==> src/rtl/irqbank_pkg.sv <==
package irqbank_pkg;
  localparam int unsigned REG_W  = 32;
  localparam int unsigned LANE_W = 16;

  // word addresses
  localparam int unsigned ADR_BOARD = 0;
  localparam int unsigned ADR_CTRL  = 1;
  localparam int unsigned ADR_STAT0 = 2;
  localparam int unsigned ADR_STAT1 = 3;

  // bit positions decoded by software
  localparam int unsigned BIT_SRST    = 31;
  localparam int unsigned BIT_OVF_IE  = 31;
  localparam int unsigned BIT_HF_IE   = 30;
  localparam int unsigned GAIN_LSB    = 28;
  localparam int unsigned BIT_LOAD    = 26;
  localparam int unsigned BIT_CLR     = 25;
  localparam int unsigned ID_LSB      = 13;
  localparam int unsigned OVF_LSB     = 16;
  localparam int unsigned PEND_OVF    = 1;
  localparam int unsigned PEND_HF     = 0;
  localparam logic [2:0]  MODULE_ID   = 3'b011;

  typedef enum logic [1:0] {
    GAIN_X1 = 2'b00,
    GAIN_X2 = 2'b01,
    GAIN_X4 = 2'b10,
    GAIN_X8 = 2'b11
  } gain_e;

  typedef struct packed {
    logic  ovf_ie;
    logic  hf_ie;
    gain_e gain;
  } ctrl_cfg_t;
endpackage

==> src/rtl/irqbank_rst_sync.sv <==
module irqbank_rst_sync #(
  parameter int unsigned STAGES = 2
) (
  input  logic clk,
  input  logic rst_n,
  output logic rst_sync_n
);
  logic [STAGES-1:0] sync_q;
  logic [STAGES-1:0] sync_d;

  always_comb begin
    sync_d = {sync_q[STAGES-2:0], 1'b1};
  end

  always_ff @(posedge clk or negedge rst_n) begin
    if (!rst_n) sync_q <= '0;
    else        sync_q <= sync_d;
  end

  assign rst_sync_n = sync_q[STAGES-1];
endmodule

==> src/rtl/irqbank_ctrl_reg.sv <==
module irqbank_ctrl_reg
  import irqbank_pkg::*;
#(
  parameter int unsigned NUM_CH = 16
) (
  input  logic              clk,
  input  logic              rst_n,
  input  logic              ctrl_wr,
  input  logic              srst_req,
  input  logic [1:0]        ie_bits,     // {ovf, hf}
  input  logic [1:0]        gain_bits,
  input  logic [1:0]        strobe_bits, // {load, clear}
  input  logic [NUM_CH-1:0] conv_bits,
  output ctrl_cfg_t         cfg_q,
  output logic [NUM_CH-1:0] conv_q,
  output logic              load_p,
  output logic              clr_p,
  output logic              srst_p
);
  ctrl_cfg_t         cfg_d;
  logic [NUM_CH-1:0] conv_d;
  logic              cfg_en;
  logic [2:0]        pulse_d;
  logic [2:0]        pulse_q;

  // next state
  always_comb begin
    cfg_en = ctrl_wr | srst_req;
    if (srst_req) begin
      cfg_d  = '0;
      conv_d = '0;
    end else begin
      cfg_d.ovf_ie = ie_bits[1];
      cfg_d.hf_ie  = ie_bits[0];
      cfg_d.gain   = gain_e'(gain_bits);
      conv_d       = conv_bits;
    end
    pulse_d = {ctrl_wr & strobe_bits[1], ctrl_wr & strobe_bits[0], srst_req};
  end

  // registers
  always_ff @(posedge clk or negedge rst_n) begin
    if (!rst_n) begin
      cfg_q  <= '0;
      conv_q <= '0;
    end else if (cfg_en) begin
      cfg_q  <= cfg_d;
      conv_q <= conv_d;
    end
  end

  always_ff @(posedge clk or negedge rst_n) begin
    if (!rst_n) pulse_q <= '0;
    else        pulse_q <= pulse_d;
  end

  assign load_p = pulse_q[2];
  assign clr_p  = pulse_q[1];
  assign srst_p = pulse_q[0];
endmodule

==> src/rtl/irqbank_ovf_sticky.sv <==
module irqbank_ovf_sticky #(
  parameter int unsigned NUM_CH = 16
) (
  input  logic              clk,
  input  logic              rst_n,
  input  logic [NUM_CH-1:0] set_vec,
  input  logic [NUM_CH-1:0] clr_vec,
  output logic [NUM_CH-1:0] flags_q
);
  for (genvar g = 0; g < NUM_CH; g++) begin : g_lane
    logic flag_r;
    logic flag_d;
    logic flag_en;

    always_comb begin
      flag_en = set_vec[g] | clr_vec[g];
      flag_d  = set_vec[g] | (flag_r & ~clr_vec[g]); // event beats clear
    end

    always_ff @(posedge clk or negedge rst_n) begin
      if (!rst_n)       flag_r <= 1'b0;
      else if (flag_en) flag_r <= flag_d;
    end

    assign flags_q[g] = flag_r;
  end
endmodule

==> src/rtl/irqbank_irq_sum.sv <==
module irqbank_irq_sum #(
  parameter int unsigned NUM_CH = 16
) (
  input  logic              clk,
  input  logic              rst_n,
  input  logic [NUM_CH-1:0] ovf_flags,
  input  logic [NUM_CH-1:0] hf_flags,
  input  logic              ovf_ie,
  input  logic              hf_ie,
  output logic [1:0]        pend,
  output logic              irq_q
);
  logic irq_d;

  always_comb begin
    pend[1] = (|ovf_flags) & ovf_ie;
    pend[0] = (|hf_flags)  & hf_ie;
    irq_d   = |pend;
  end

  always_ff @(posedge clk or negedge rst_n) begin
    if (!rst_n) irq_q <= 1'b0;
    else        irq_q <= irq_d;
  end
endmodule

==> src/rtl/fifo_irq_regbank.sv <==
module fifo_irq_regbank
  import irqbank_pkg::*;
#(
  parameter int unsigned NUM_CH      = 16,
  parameter int unsigned ADDR_W      = 4,
  parameter int unsigned SYNC_STAGES = 2
) (
  input  logic              clk,
  input  logic              rst_n,
  input  logic              bus_wr_en,
  input  logic [ADDR_W-1:0] bus_addr,
  input  logic [REG_W-1:0]  bus_wdata,
  output logic [REG_W-1:0]  bus_rdata,
  input  logic [NUM_CH-1:0] ch_half_full,
  input  logic [NUM_CH-1:0] ch_overflow_evt,
  input  logic [NUM_CH-1:0] ch_empty,
  output logic [1:0]        gain_sel,
  output logic [NUM_CH-1:0] conv_en,
  output logic              dac_load_pulse,
  output logic              dac_clear_pulse,
  output logic              soft_rst_pulse,
  output logic              irq
);
  localparam logic [ADDR_W-1:0] A_BOARD = ADDR_W'(ADR_BOARD);
  localparam logic [ADDR_W-1:0] A_CTRL  = ADDR_W'(ADR_CTRL);
  localparam logic [ADDR_W-1:0] A_STAT0 = ADDR_W'(ADR_STAT0);
  localparam logic [ADDR_W-1:0] A_STAT1 = ADDR_W'(ADR_STAT1);

  logic              rst_sync_n;
  logic              wr_board;
  logic              wr_ctrl;
  logic              wr_stat0;
  logic              srst_req;
  logic [NUM_CH-1:0] clr_vec;
  logic [NUM_CH-1:0] ovf_flags_q;
  logic [1:0]        pend_w;
  ctrl_cfg_t         cfg_q;
  logic [REG_W-1:0]  rd_d;

  irqbank_rst_sync #(.STAGES(SYNC_STAGES)) u_rst (
    .clk        (clk),
    .rst_n      (rst_n),
    .rst_sync_n (rst_sync_n)
  );

  // write decode
  always_comb begin
    wr_board = bus_wr_en && (bus_addr == A_BOARD);
    wr_ctrl  = bus_wr_en && (bus_addr == A_CTRL);
    wr_stat0 = bus_wr_en && (bus_addr == A_STAT0);
    srst_req = wr_board && bus_wdata[BIT_SRST];
    clr_vec  = {NUM_CH{wr_stat0}} & bus_wdata[OVF_LSB +: NUM_CH];
  end

  irqbank_ctrl_reg #(.NUM_CH(NUM_CH)) u_ctrl (
    .clk         (clk),
    .rst_n       (rst_sync_n),
    .ctrl_wr     (wr_ctrl),
    .srst_req    (srst_req),
    .ie_bits     ({bus_wdata[BIT_OVF_IE], bus_wdata[BIT_HF_IE]}),
    .gain_bits   (bus_wdata[GAIN_LSB +: 2]),
    .strobe_bits ({bus_wdata[BIT_LOAD], bus_wdata[BIT_CLR]}),
    .conv_bits   (bus_wdata[NUM_CH-1:0]),
    .cfg_q       (cfg_q),
    .conv_q      (conv_en),
    .load_p      (dac_load_pulse),
    .clr_p       (dac_clear_pulse),
    .srst_p      (soft_rst_pulse)
  );

  irqbank_ovf_sticky #(.NUM_CH(NUM_CH)) u_ovf (
    .clk     (clk),
    .rst_n   (rst_sync_n),
    .set_vec (ch_overflow_evt),
    .clr_vec (clr_vec),
    .flags_q (ovf_flags_q)
  );

  irqbank_irq_sum #(.NUM_CH(NUM_CH)) u_irq (
    .clk       (clk),
    .rst_n     (rst_sync_n),
    .ovf_flags (ovf_flags_q),
    .hf_flags  (ch_half_full),
    .ovf_ie    (cfg_q.ovf_ie),
    .hf_ie     (cfg_q.hf_ie),
    .pend      (pend_w),
    .irq_q     (irq)
  );

  assign gain_sel = cfg_q.gain;

  // read multiplexer
  always_comb begin
    rd_d = '0;
    case (bus_addr)
      A_BOARD: begin
        rd_d[ID_LSB +: 3] = MODULE_ID;
        rd_d[PEND_OVF]    = pend_w[1];
        rd_d[PEND_HF]     = pend_w[0];
      end
      A_CTRL: begin
        rd_d[BIT_OVF_IE]    = cfg_q.ovf_ie;
        rd_d[BIT_HF_IE]     = cfg_q.hf_ie;
        rd_d[GAIN_LSB +: 2] = cfg_q.gain;
        rd_d[LANE_W-1:0]    = LANE_W'(conv_en);
      end
      A_STAT0: begin
        rd_d[OVF_LSB +: LANE_W] = LANE_W'(ovf_flags_q);
        rd_d[LANE_W-1:0]        = LANE_W'(ch_half_full);
      end
      A_STAT1: begin
        rd_d[LANE_W-1:0] = LANE_W'(ch_empty);
      end
      default: rd_d = '0;
    endcase
  end

  assign bus_rdata = rd_d;
endmodule

==> config.mk <==
export PLATFORM = sky130hd
export DESIGN_NAME = fifo_irq_regbank
export DESIGN_NICKNAME = d
export VERILOG_FILES = /design/src/rtl/irqbank_pkg.sv /design/src/rtl/irqbank_rst_sync.sv /design/src/rtl/irqbank_ctrl_reg.sv /design/src/rtl/irqbank_ovf_sticky.sv /design/src/rtl/irqbank_irq_sum.sv /design/src/rtl/fifo_irq_regbank.sv
export SDC_FILE = /design/constraint.sdc
export NUM_CORES = 1
export LEC_CHECK = 0
export BUFFER_PORTS_ARGS = -buffer_cell sky130_fd_sc_hd__buf_4
export CORE_MARGIN = 5
export CORE_UTILIZATION = 35
export CTS_CLUSTER_DIAMETER = 60
export DETAILED_ROUTE_END_ITERATION = 7
export HOLD_SLACK_MARGIN = 0.02
export PLACE_DENSITY = 0.68
export SYNTH_ARGS = -nofsm -noshare
export SYNTH_HDL_FRONTEND = slang
export SYNTH_SLANG_ARGS = --single-unit
==> constraint.sdc <==
create_clock -name clk -period 1.9 [get_ports clk]
set_input_delay 0.19 -clock clk [delete_from_list [all_inputs] [get_ports clk]]
set_output_delay 0.19 -clock clk [all_outputs]
set_load 0.05 [all_outputs]
==> metrics.md <==
| Metric | Value |
|---|---|
| Outcome | `finished with violations` |
| Failing checks | `negative setup slack` |
| Worst slack, placed | `-0.05690 ns` |
| Post-route insts no fill | `481` |
| Fmax | `0.4483 GHz` |
| First-pass GRT wire length | `12,500 um` |
| DP Cell Count | `471` |
| Setup Viol. Count Final | `1` |
| Switching share of power | `0.3499` |
| NetSw | `0.9631 mW` |
| Hold Worst Slack | `0.06706 ns` |
| Die Y | `90.66 um` |
| Sequential-to-total area share from yosys stat | `0.4615` |
| Worst-path maximum fanout | `3` |
| Core area | `0.006350 mm^2` |
| Fin. Hold Viols | `0` |
| Fillers | `596` |
| CTS tree | `done` |
| Final worst slack | `-0.3305 ns` |
| GRT Residual Overflow | `0` |
| # rows | `29` |
| NumNets Final | `490` |
| CP Data Required Time | `1.71 ns` |
| Clk pin slew, worst setup/hold paths | `0.08 ns` |
| Vias per cell | `4.923` |
| Bufs on Longest Clock Path | `2` |
| Die area | `0.008219 mm^2` |
| ANT cells | `0` |
| Worst Hold Class | `primary input to flip-flop` |
| Drt wl/cell | `16.17 um` |
| Unrepaired setup endpoints after global routing | `true` |
| Global placement routability congestion | `0.7941` |
| Hpwl dp | `6221 um` |
| Root Driver | `clkbuf_8` |
| First DRT Iteration DRCs | `79` |
| TritonCTS Buffers | `5` |
| Leading cell type in the layout, fill and taps excluded | `buf_4` |
| PD cells | `747.3 mW/mm^2` |
| Int Pwr | `1.790 mW` |
| Combinational group share of total power | `0.346` |
| Ys Warns | `0` |
| Initial antenna violation count | `0` |
| Sequential power share | `0.389` |
| I/O pins | `141` |
| Post-Syn Instances | `249` |
| VDD IR max | `0.0003841 V` |
| CP arrival | `2.04 ns` |
| Share of cells above drive strength 1 | `0.4901` |
| Worst setup EP type | `primary output` |
| Max-Cap Viols | `0` |
| Clk Latency, worst-skew pair | `0.30 ns` |
| Cell taking the most area after synthesis | `dfrtp_1` |
| DRT Pass-1 Iters | `4` |
| Syn_nets | `336` |
| Die X | `90.66 um` |
| H-tree depth | `2` |
| Startpoint types | `flip-flop` |
| Avg Synthesized Cell Area | `9.145 um^2` |
| Vias in the first global route | `2,510` |
| Final worst path period need | `2.230 ns` |
| Yosys cell types | `30` |
| Final wirelength | `7780 um` |
| Initial Util | `0.3586` |
| P&R area growth vs syn | `61.76%` |
| Clock Sink Count | `42` |
| WS Path Type | `flip-flop to primary output` |
| Synth top area share | `0.4615` |
| Area contributors post-synth | `dfrtp_1, nand2_1, mux2_2` |
| Largest net degree at the start of global routing | `27` |
| DR DRC count | `0` |
| Most frequent cells in the layout | `buf_4, nand2_1, dfrtp_1` |
| Post-Syn Area | `0.002277 mm^2` |
| Vias | `2,368` |
| Routed Antenna Nets | `0` |
| Fin crit share | `1.174` |
| Max Slew Vio Count | `0` |
| Global Route Usage Sum | `0.1871` |
| Clock skew | `0.009993 ns` |
| Flops & latches, synth | `42` |
| Leak Pwr | `1.752 nW` |
| Port bufs | `140` |
| Clock power frac | `0.265` |
-- power groups by stage --
stage / Sequential, mW / Clock (mW) / Combinational (mW)
after detailed placement: 1.09 / 0 / 0.949
after global routing: 1.09 / 0.784 / 1.01
after floorplan: 1.35 / 0 / 0.298
final: 1.07 / 0.728 / 0.954
after CTS: 1.07 / 0.746 / 0.963
after global placement: 1.08 / 0 / 0.939
-- through the flow --
step	utilization	power (mW)	setup TNS, ns	instance area (um^2)
after CTS	0.5795	2.781	-0.3427	3680
after global routing	0.5801	2.882	-0.4334	3684
after detailed placement	0.5525	2.035	-0.08843	3508
after floorplan	-	1.644	0	2290
after global placement	0.5525	2.022	-0.1105	3508
final	0.5801	2.753	-0.3305	3684
-- worst paths after layout --
check	start	to	slack, ns	cells after the start
hold reg to reg	u_rst.sync_q[1]$_DFF_PN0_	u_ctrl.conv_q[8]$_DFFE_PN0P_	0.20	0
min in group asynchronous	u_rst.sync_q[1]$_DFF_PN0_	u_ctrl.conv_q[8]$_DFFE_PN0P_	0.20	0
hold / removal	ch_overflow_evt[0]	u_ovf.g_lane[0].flag_r$_DFFE_PN0P_	0.07	2
max in group asynchronous	u_rst.sync_q[1]$_DFF_PN0_	u_ovf.g_lane[14].flag_r$_DFFE_PN0P_	1.16	1
setup / recovery	u_ovf.g_lane[9].flag_r$_DFFE_PN0P_	bus_rdata[1]	-0.33	5
setup reg to reg	u_ovf.g_lane[9].flag_r$_DFFE_PN0P_	u_irq.irq_q$_DFF_PN0_	0.36	3
-- critical path, stage by stage (launching register included) --
cell and delay (ns):
dfrtp_1 0.40, or4_4 0.54, o41ai_4 0.39, o21ai_1 0.08, and3_1 0.18, buf_6 0.15
-- cells in the mapped netlist --
| library cell | count |
|---|---|
| nor2_1 | 17 |
| and2_2 | 1 |
| a21o_1 | 15 |
| inv_1 | 2 |
| o21ai_0 | 1 |
| clkbuf_1 | 9 |
| conb_1 | 1 |
| mux2_2 | 12 |
| buf_4 | 2 |
| a22oi_1 | 16 |
| and2_1 | 14 |
| buf_6 | 1 |
| or4_4 | 2 |
| and3_1 | 3 |
| nand3_1 | 1 |
| o21ai_1 | 1 |
| a221oi_1 | 2 |
| nor4b_2 | 1 |
| or4_1 | 6 |
| a21o_2 | 1 |
| clkbuf_8 | 2 |
| o41ai_2 | 2 |
| nor2b_1 | 3 |
| mux2i_1 | 4 |
| or2_2 | 1 |
| nor3_1 | 1 |
| nand2_1 | 60 |
| dfrtp_1 | 42 |
| buf_2 | 4 |
| a21oi_1 | 22 |
-- registers in the layout (all words and copies together) (netlist names) --
signal / count
u_ctrl.cfg_q: 4
u_ctrl.pulse_q: 3
u_ctrl.conv_q: 16
u_rst.sync_q: 2
u_irq.irq_q: 1
u_ovf.g_lane.flag_r: 16
-- routing by layer --
layer	track usage	vias to the layer above	part of all wire
met4	0.06079	0	0.019
li1	-	1160	-
met1	0.2098	1118	0.38
met3	0.05583	10	0.070
met2	0.3354	80	0.53
met5	0	-	0
-- timing repair --
item                                    CTS  global route
endpoints found under the setup margin    2             2
setup buffers                             1             0
endpoints found under the hold margin     2             0
pin swaps                                 2             1
hold buffers                              1             0
gates resized for setup                   6             1
-- final cells by class --
cell class	count	area [um^2]	share of cell area
Clock buffer	7	86.33	0.02344
Tap cell	77	96.34	0.02615
Timing Repair Buffer	165	1249	0.3390
Sequential cell	42	1052	0.2857
Inverter	2	7.507	0.002038
Clock inverter	1	30.03	0.008152
Multi-Input combinational cell	187	1162	0.3156
-- cells by family (layout without fill, tap and decap cells) --
group / count (synthesis) / in the layout / share of synthesized area
other cells: 1 / 1 / 0.001647
simple gates: 110 / 110 / 0.2286
compound gates: 60 / 60 / 0.1808
buf+inv: 20 / 175 / 0.05055
mux: 16 / 16 / 0.07692
flops: 42 / 42 / 0.4615
(Power assumes the default switching activity.)
